$ cat src/rtl/vic_pkg.sv
`timescale 1ns/1ps
package vic_pkg;
    localparam logic [11:0] OFF_VECTOR  = 12'h030;
    localparam logic [11:0] OFF_DEFAULT = 12'h034;
    localparam logic [3:0]  PAGE_HADDR  = 4'h1;
    localparam logic [3:0]  PAGE_CTRL   = 4'h2;

    typedef enum logic {
        BUS_IDLE = 1'b0,
        BUS_ACK  = 1'b1
    } bus_state_e;
endpackage

$ cat src/rtl/vic_slot_bank.sv
`timescale 1ns/1ps
module vic_slot_bank #(
    parameter int NUM_SLOTS = 16,
    parameter int NUM_SRC   = 32,
    parameter int DW        = 32,
    localparam int SRC_W    = $clog2(NUM_SRC),
    localparam int IDX_W    = $clog2(NUM_SLOTS)
) (
    input  logic                           clk,
    input  logic                           rst_n,
    input  logic                           wr_haddr,
    input  logic                           wr_ctrl,
    input  logic [IDX_W-1:0]               idx,
    input  logic [DW-1:0]                  wdata,
    input  logic [NUM_SRC-1:0]             irq_lines,
    output logic [NUM_SLOTS-1:0][DW-1:0]   haddr,
    output logic [NUM_SLOTS-1:0][SRC_W:0]  ctrl,
    output logic [NUM_SLOTS-1:0]           slot_active,
    output logic [NUM_SRC-1:0]             claimed
);
    for (genvar g = 0; g < NUM_SLOTS; g++) begin : g_slot
        logic [SRC_W-1:0] src_q;
        logic             en_q;
        always_ff @(posedge clk) begin
            if (!rst_n) begin
                haddr[g] <= '0;
                src_q    <= '0;
                en_q     <= 1'b0;
            end else begin
                if (wr_haddr && idx == IDX_W'(g))
                    haddr[g] <= wdata;
                if (wr_ctrl && idx == IDX_W'(g)) begin
                    src_q <= wdata[SRC_W-1:0];
                    en_q  <= wdata[SRC_W];
                end
            end
        end
        assign ctrl[g]        = {en_q, src_q};
        assign slot_active[g] = en_q & irq_lines[src_q];
    end

    always_comb begin
        claimed = '0;
        for (int s = 0; s < NUM_SLOTS; s++)
            if (ctrl[s][SRC_W])
                claimed[ctrl[s][SRC_W-1:0]] = 1'b1;
    end
endmodule

$ cat src/rtl/vic_prio.sv
`timescale 1ns/1ps
module vic_prio #(
    parameter int NUM_SLOTS = 16,
    localparam int LVL_W    = $clog2(NUM_SLOTS + 2)
) (
    input  logic [NUM_SLOTS-1:0] slot_active,
    input  logic                 nv_active,
    input  logic [LVL_W-1:0]     cur_level,
    output logic                 win_valid,
    output logic [LVL_W-1:0]     win_level
);
    localparam logic [LVL_W-1:0] NV_LEVEL = LVL_W'(NUM_SLOTS);

    always_comb begin
        win_valid = 1'b0;
        win_level = NV_LEVEL;
        if (nv_active && NV_LEVEL < cur_level)
            win_valid = 1'b1;
        for (int s = NUM_SLOTS - 1; s >= 0; s--) begin
            if (slot_active[s] && LVL_W'(s) < cur_level) begin
                win_valid = 1'b1;
                win_level = LVL_W'(s);
            end
        end
    end
endmodule

$ cat src/rtl/vic_nest_stack.sv
`timescale 1ns/1ps
module vic_nest_stack #(
    parameter int DEPTH  = 17,
    parameter int LVL_W  = 5,
    localparam int DEP_W = $clog2(DEPTH + 1)
) (
    input  logic             clk,
    input  logic             rst_n,
    input  logic             push,
    input  logic             pop,
    input  logic [LVL_W-1:0] push_level,
    output logic [LVL_W-1:0] top_level,
    output logic [DEP_W-1:0] depth
);
    localparam logic [LVL_W-1:0] IDLE_LEVEL = LVL_W'(DEPTH);

    logic [LVL_W-1:0] mem [DEPTH];
    logic [DEP_W-1:0] top_idx;

    assign top_idx   = depth - 1'b1;
    assign top_level = (depth == '0) ? IDLE_LEVEL : mem[top_idx];

    always_ff @(posedge clk) begin
        if (!rst_n) begin
            depth <= '0;
            for (int i = 0; i < DEPTH; i++) mem[i] <= '0;
        end else if (push && depth < DEP_W'(DEPTH)) begin
            mem[depth] <= push_level;
            depth      <= depth + 1'b1;
        end else if (pop && depth != '0) begin
            depth <= depth - 1'b1;
        end
    end
endmodule

$ cat src/rtl/vector_irq_ctrl.sv
`timescale 1ns/1ps
module vector_irq_ctrl #(
    parameter int NUM_SLOTS = 16,
    parameter int NUM_SRC   = 32,
    parameter int DW        = 32
) (
    input  logic               clk,
    input  logic               rst_n,
    input  logic               bus_req,
    input  logic               bus_we,
    input  logic [11:0]        bus_addr,
    input  logic [DW-1:0]      bus_wdata,
    output logic [DW-1:0]      bus_rdata,
    output logic               bus_ack,
    input  logic [NUM_SRC-1:0] irq_lines,
    output logic               irq_out
);
    import vic_pkg::*;

    localparam int SRC_W = $clog2(NUM_SRC);
    localparam int IDX_W = $clog2(NUM_SLOTS);
    localparam int LVL_W = $clog2(NUM_SLOTS + 2);
    localparam int DEPTH = NUM_SLOTS + 1;
    localparam int DEP_W = $clog2(DEPTH + 1);

    bus_state_e state_q, state_d;
    logic       accept;

    always_ff @(posedge clk) begin
        if (!rst_n) state_q <= BUS_IDLE;
        else        state_q <= state_d;
    end

    always_comb begin
        state_d = state_q;
        unique case (state_q)
            BUS_IDLE: if (bus_req) state_d = BUS_ACK;
            BUS_ACK:  state_d = BUS_IDLE;
        endcase
    end

    always_comb begin
        bus_ack = (state_q == BUS_ACK);
        accept  = (state_q == BUS_IDLE) && bus_req;
    end

    logic hit_vec, hit_def, hit_haddr, hit_ctrl, slot_ok;
    logic [IDX_W-1:0] idx;
    assign idx       = bus_addr[2 +: IDX_W];
    assign slot_ok   = (bus_addr[7:2] < 6'(NUM_SLOTS)) && (bus_addr[1:0] == 2'b00);
    assign hit_vec   = bus_addr == OFF_VECTOR;
    assign hit_def   = bus_addr == OFF_DEFAULT;
    assign hit_haddr = bus_addr[11:8] == PAGE_HADDR && slot_ok;
    assign hit_ctrl  = bus_addr[11:8] == PAGE_CTRL && slot_ok;

    logic [NUM_SLOTS-1:0][DW-1:0]  haddr;
    logic [NUM_SLOTS-1:0][SRC_W:0] ctrl;
    logic [NUM_SLOTS-1:0]          slot_active;
    logic [NUM_SRC-1:0]            claimed;

    vic_slot_bank #(.NUM_SLOTS(NUM_SLOTS), .NUM_SRC(NUM_SRC), .DW(DW)) u_bank (
        .clk        (clk),
        .rst_n      (rst_n),
        .wr_haddr   (accept && bus_we && hit_haddr),
        .wr_ctrl    (accept && bus_we && hit_ctrl),
        .idx        (idx),
        .wdata      (bus_wdata),
        .irq_lines  (irq_lines),
        .haddr      (haddr),
        .ctrl       (ctrl),
        .slot_active(slot_active),
        .claimed    (claimed)
    );

    logic             nv_active, win_valid;
    logic [LVL_W-1:0] win_level, cur_level;
    logic [DEP_W-1:0] nest_depth;

    assign nv_active = |(irq_lines & ~claimed);

    vic_prio #(.NUM_SLOTS(NUM_SLOTS)) u_prio (
        .slot_active(slot_active),
        .nv_active  (nv_active),
        .cur_level  (cur_level),
        .win_valid  (win_valid),
        .win_level  (win_level)
    );

    vic_nest_stack #(.DEPTH(DEPTH), .LVL_W(LVL_W)) u_stack (
        .clk       (clk),
        .rst_n     (rst_n),
        .push      (accept && !bus_we && hit_vec && win_valid),
        .pop       (accept && bus_we && hit_vec),
        .push_level(win_level),
        .top_level (cur_level),
        .depth     (nest_depth)
    );

    assign irq_out = win_valid;

    logic [DW-1:0] def_q, rd_mux;

    always_ff @(posedge clk) begin
        if (!rst_n)                           def_q <= '0;
        else if (accept && bus_we && hit_def) def_q <= bus_wdata;
    end

    always_comb begin
        rd_mux = '0;
        if (hit_vec)
            rd_mux = (win_valid && win_level < LVL_W'(NUM_SLOTS))
                     ? haddr[win_level[IDX_W-1:0]] : def_q;
        else if (hit_def)
            rd_mux = def_q;
        else if (hit_haddr)
            rd_mux = haddr[idx];
        else if (hit_ctrl)
            rd_mux = DW'(ctrl[idx]);
    end

    always_ff @(posedge clk) begin
        if (!rst_n)                  bus_rdata <= '0;
        else if (accept && !bus_we)  bus_rdata <= rd_mux;
    end
endmodule

$ cat config.mk
export PLATFORM = sky130hd
export DESIGN_NAME = vector_irq_ctrl
export DESIGN_NICKNAME = d
export VERILOG_FILES = /design/src/rtl/vic_pkg.sv /design/src/rtl/vic_slot_bank.sv /design/src/rtl/vic_prio.sv /design/src/rtl/vic_nest_stack.sv /design/src/rtl/vector_irq_ctrl.sv
export SDC_FILE = /design/constraint.sdc
export NUM_CORES = 2
export LEC_CHECK = 0
export CAP_MARGIN = 15
export CORE_AREA = 2 2 297 299
export CTS_CLUSTER_DIAMETER = 50
export DETAILED_ROUTE_END_ITERATION = 7
export DIE_AREA = 0 0 299 301
export MAX_ROUTING_LAYER = met4
export PLACE_DENSITY = 0.88
export SLEW_MARGIN = 20
export SYNTH_ARGS = -nofsm -noshare
export SYNTH_HDL_FRONTEND = slang
export SYNTH_SLANG_ARGS = --single-unit
$ cat constraint.sdc
create_clock -name clk -period 8.1 [get_ports clk]
set_clock_uncertainty 0.1 [all_clocks]
set_input_delay 1.62 -clock clk [delete_from_list [all_inputs] [get_ports clk]]
set_output_delay 1.62 -clock clk [all_outputs]
set_load 0.01 [all_outputs]
==> summary.md, run 1 <==
| Metric | Value |
|---|---|
| Initial antenna violation count | `40` |
| Std cell rows | `108` |
| Number of hold-repair buffers added at the cts stage | `0` |
| Worst_ep grt | `irq_out` |
| H-Tree Depth | `3` |
| Synth warn | `0` |
| Chip Width | `299 um` |
| Status | `stopped before the end` |
| Flip-flop and latch count after synthesis | `838` |
| Error that halted the flow | `[ERROR GRT-0232] Routing congestion too high. Check the congestion heatmap in the GUI.` |
| Maximum number of pins on one net before global-route repair | `211` |
| Post-DP Area | `54400 um2` |
| Synth Area per Inst | `9.42 um2` |
| Number of enable flip-flop cells after synthesis | `160` |
| Synthesized instance count | `5503` |
| Number of buffers added for setup after CTS | `0` |
| Fraction of synthesis flops using an asynchronous set or reset pin | `0%` |
| Detail Placement HPWL | `166000 um` |
| Vertical die dimension | `301 um` |
| Gr ovfl total | `90` |
| Starting utilization of the core area | `60.0%` |
| Area of the mapped netlist | `51900 um2` |
| Clock Tree Buf Depth | `3` |
| Number of gates resized after cts | `0` |
| CTS Root Buffer Type | `clkbuf_16` |
| CTS sink count | `838` |
| Part of the Yosys area used for sequential elements | `35.4%` |
| Cts bufs inserted | `88` |
| GRT Util Overall | `76.8%` |
| Halt Stage | `global routing` |
| Ports | `114` |
| Routability cong. | `1.24` |
| Top flip-flop cell by instance count after synthesis | `dfxtp_1` |
| Total of buffers placed on input and output ports | `113` |
| Count of cell types in the netlist | `92` |
| Worst EP Category | `top-level output` |
[metal layers]
layer	track usage, %	overflow
met5	-	-
met4	69.3	35
met3	62.2	3
met2	88.5	46
met1	79.3	6
[metrics by stage]
step / std cells / setup slack (ps) / hold WS (ps)
floorplan: 5562 / 1450 / 349
detailed placement: 6469 / 634 / 369
global placement: 6468 / 707 / 358
CTS: 6632 / 271 / 379
[cell usage after synthesis, drive strengths merged (6+ instances only)]
library cell | count | share of area [%]
mux2i | 342 | 6.6
o2111ai | 16 | 0.27
clkbuf | 490 | 3.5
a31oi | 46 | 0.55
o32ai | 7 | 0.12
edfxtp | 160 | 9.3
buf | 107 | 1.1
nand4 | 28 | 0.34
nor3b | 35 | 0.51
inv | 22 | 0.16
or3 | 20 | 0.24
o221ai | 47 | 0.79
and2 | 67 | 0.81
nor3 | 58 | 0.58
a21oi | 41 | 0.40
nand2b | 32 | 0.39
nand3 | 77 | 0.74
and3b | 8 | 0.14
or3b | 38 | 0.64
or4 | 9 | 0.14
mux2 | 101 | 2.2
o22ai | 131 | 1.6
a22oi | 26 | 0.39
o211ai | 8 | 0.13
a222oi | 32 | 0.62
o21ai | 39 | 0.38
a2111oi | 9 | 0.18
and3 | 82 | 1.0
a221oi | 42 | 0.71
mux4 | 347 | 15
nand2 | 1262 | 9.1
nor4 | 44 | 0.57
a41oi | 6 | 0.12
nor2b | 122 | 1.5
nand3b | 81 | 1.2
nor2 | 121 | 0.88
a211oi | 14 | 0.20
a21boi | 562 | 8.1
dfxtp | 678 | 26
a2bb2oi | 34 | 0.57
o22a | 9 | 0.15
a311oi | 7 | 0.12
a221o | 29 | 0.56
[logic make-up after synthesis]
family,after synthesis,share of synthesized area [%]
other,1,0.00723
buffers and inverters,619,4.77
AOI/OAI and AO/OA,1145,16.7
and+or+nand+nor,2099,19.0
xor gates and xnor gates,6,0.101
adders and majority gates,5,0.121
DFF,838,35.4
muxes,790,23.9
==> run 2: changes to the inputs <==
--- a/config.mk
+++ b/config.mk
@@ -6,12 +6,10 @@
 export NUM_CORES = 2
 export LEC_CHECK = 0
 export CAP_MARGIN = 15
-export CORE_AREA = 2 2 297 299
-export CTS_CLUSTER_DIAMETER = 50
+export CORE_AREA = 2 2 364 366
 export DETAILED_ROUTE_END_ITERATION = 7
-export DIE_AREA = 0 0 299 301
-export MAX_ROUTING_LAYER = met4
-export PLACE_DENSITY = 0.88
+export DIE_AREA = 0 0 366 368
+export PLACE_DENSITY_LB_ADDON = 0.15
 export SLEW_MARGIN = 20
 export SYNTH_ARGS = -nofsm -noshare
 export SYNTH_HDL_FRONTEND = slang
==> summary.md, run 2 <==
| Metric | Value |
|---|---|
| Synth warn | `0 (unchanged)` |
| Wire length of the first global-routing pass | `367000 um` |
| Setup repair after global routing missed its margin | `false` |
| Number of cells in the finished layout apart from fillers | `7254` |
| Total vias in the final route | `47600` |
| Clock Tree Buf Depth | `3 (unchanged)` |
| Worst path slowest cell | `clkdlybuf4s50_1` |
| Chip Width | `366 um (+22%)` |
| Register bank with the most flops | `u_bank.haddr` |
| Largest registers in the final layout | `u_bank.haddr (512), u_stack.mem (160), u_bank.g_slot.src_q (80)` |
| Number of gates resized after cts | `0 (unchanged)` |
| Most common cell on crit path | `buf_4` |
| CP max FO | `10` |
| Clock slew at the register clock pins of the worst setup and hold paths | `60 ps` |
| Area leader, netlist | `dfxtp_1` |
| Hold crit path type | `reg -> reg` |
| Number of placed cells counting well taps | `7071 (+9.3%)` |
| Leading cell types in the layout, fill and taps excluded | `nand2_1, dfxtp_1, a21boi_0` |
| Routability cong. | `1.09 (-12%)` |
| Vertical die dimension | `368 um (+22%)` |
| Fraction of final layout cells with drive strength greater than 1 | `17.0%` |
| GRT Util Overall | `38.1%` |
| Detailed-route wire length per cell | `36.4 um` |
| Top flip-flop cell by instance count after synthesis | `dfxtp_1` |
| Final routed DRC violation total | `0` |
| Total count of max-transition violations in the final report | `0` |
| WP data arrival | `6110 ps` |
| CTS Root Buffer Type | `clkbuf_16` |
| Worst VDD drop | `0.180 mV` |
| Clock latency reported for the late side of the worst-skew pair | `710 ps` |
| Final Hold Slack | `375 ps` |
| Flip-flop count of the largest register after layout | `512` |
| Commonest cells post-synth | `nand2_1, dfxtp_1, a21boi_0` |
| Starting utilization of the core area | `39.6% (-20 points)` |
| Slew at the pin closest to its max-slew limit | `1310 ps` |
| Crit Path Class | `in -> out` |
| Total of buffers placed on input and output ports | `113 (unchanged)` |
| Count of cell types in the netlist | `92 (unchanged)` |
| Via density per instance | `6.56` |
| Max-Cap Viols | `0` |
| Std cell rows | `133 (+23%)` |
| H-Tree Depth | `3 (unchanged)` |
| Number of buffers added for setup after CTS | `0 (unchanged)` |
| Min Tclk post-route | `7830 ps` |
| Area of the mapped netlist | `51900 um2 (unchanged)` |
| Final hold violation count | `0` |
| Drt first-iter violations | `6336` |
| Via count of the first global-routing pass | `45700` |
| DR pass1 iterations | `6` |
| Power per cell area | `159 nW/um2` |
| Layout overhead on the synthesized area | `12.8%` |
| Fin crit share | `96.7%` |
| Cts bufs inserted | `95 (+8.0%)` |
| Gr ovfl total | `0` |
| Crit path buf inv count | `5` |
| Area fraction of the dominant cell type after synthesis | `26.2% (unchanged)` |
| Flip-flop and latch count after synthesis | `838 (unchanged)` |
| CTS tree | `done` |
| Ranking of synthesized cells by area | `dfxtp_1, mux4_2, edfxtp_1` |
| Maximum number of pins on one net before global-route repair | `180` |
| Max frequency | `128 MHz` |
| Part of the Yosys area used for sequential elements | `35.4% (unchanged)` |
| Delay of the slowest critical-path stage | `690 ps` |
| Most common library cell in the layout ignoring fill and taps | `nand2_1` |
| Total die area | `135000 um2` |
| Static Leak | `0.0181 uW` |
| Status | `complete, no violations` |
| Core area | `131000 um2` |
| Crit. End Element | `output port` |
| Final #Nets | `5498` |
| Final setup violation count | `0` |
| Detail Route Antenna Nets | `0` |
| Drt total wl | `264000 um` |
| Ports | `114 (unchanged)` |
| Crit path launch type | `primary input` |
| Top Family by Delay on Critical Path | `buffers and inverters` |
| Cell with the most instances after synthesis | `nand2_1` |
| Initial antenna violation count | `16` |
| Series of cell instances along the critical path | `clkdlybuf4s50_1 > buf_4 > mux4_2 > mux2i_1 > nor3b_1 > o31ai_1 > buf_4 > a311oi_1 > a211oi_1 > nand2_1 > nor4_4 > nand2_1 > buf_4 > clkdlybuf4s50_1` |
| Number of enable flip-flop cells after synthesis | `160 (unchanged)` |
| Synth Area per Inst | `9.42 um2 (unchanged)` |
| Data required time of the critical path | `6380 ps` |
| Fraction of synthesis flops using an asynchronous set or reset pin | `0% (unchanged)` |
| Detail Placement HPWL | `173000 um (+4.2%)` |
| Filler cell count | `12700` |
| Max-slew headroom at the worst pin | `11.5%` |
| Synthesized instance count | `5503 (unchanged)` |
| Total Negative Setup Slacks | `0 ps` |
| CTS sink count | `838 (unchanged)` |
| Number of hold-repair buffers added at the cts stage | `0 (unchanged)` |
## run 2: kinds of logic after synthesis
kind of cell	Yosys count	synth area share [%]
other	1	0.00723
multiplexers	790	23.9
flip-flops	838	35.4
adder cells (fa/ha/maj)	5	0.121
AO/OA/AOI/OAI	1145	16.7
XOR/XNOR	6	0.101
AND/OR/NAND/NOR	2099	19.0
buffers and inverters	619	4.77
## run 2: final cells by class
type	count	area [um2]	share of cell area, %
inverter	22	82.6	0.141
multi-input combinational	4105	31500	53.9
clock inverter	32	407	0.695
antenna	10	25.0	0.0428
sequential	838	18400	31.5
timing repair buffer	351	3040	5.20
tap	1755	2200	3.76
clock buffer	141	2810	4.81
## run 2: report_power, final
group | leakage [uW] | switching, uW | internal (uW)
sequential | 0.00706 | 16.4 | 4270
clock | 0.00157 | 1870 | 2570
combinational | 0.00947 | 351 | 228
total | 0.0181 | 2240 | 7080
## run 2: path summary, 6_finish.rpt
check,startpoint,to,slack (ps),depth (start not counted)
setup reg to reg,u_stack.depth[1],bus_rdata[3],1860,17
setup / recovery,irq_lines[23],irq_out,270,14
hold / removal,u_bank.haddr[212],u_bank.haddr[212],370,2
hold reg to reg,u_bank.haddr[212],u_bank.haddr[212],370,2
## run 2: stage by stage
step                area, um2  util (%)  setup slack, ps  power (uW)
CTS                     58400      44.7              136        9370
global route            58400      44.7              166        9570
finish                  58500      44.7              270        9310
global placement        55200      42.2              375        4950
detailed placement      55200      42.2              316        4950
floorplan               52100         -             1450        4710
## run 2: worst reg2reg max path: cells and delay by family (launching register included)
family,cells,cell delay [ps]
buf+inv,4,1260
simple gates,4,1290
flops,1,510
compound gates,5,1230
mux,3,1190
fa+ha+maj,1,520
## run 2: layer usage
layer	vias to the layer above	wire length, um	track usage, %
met5	-	84	0
met4	12	16300	20.1
met3	725	24100	8.09
met2	2780	116000	58.5
met1	24100	107000	50.4
li1	20000	-	-
Power figures use the tool's default switching activity.
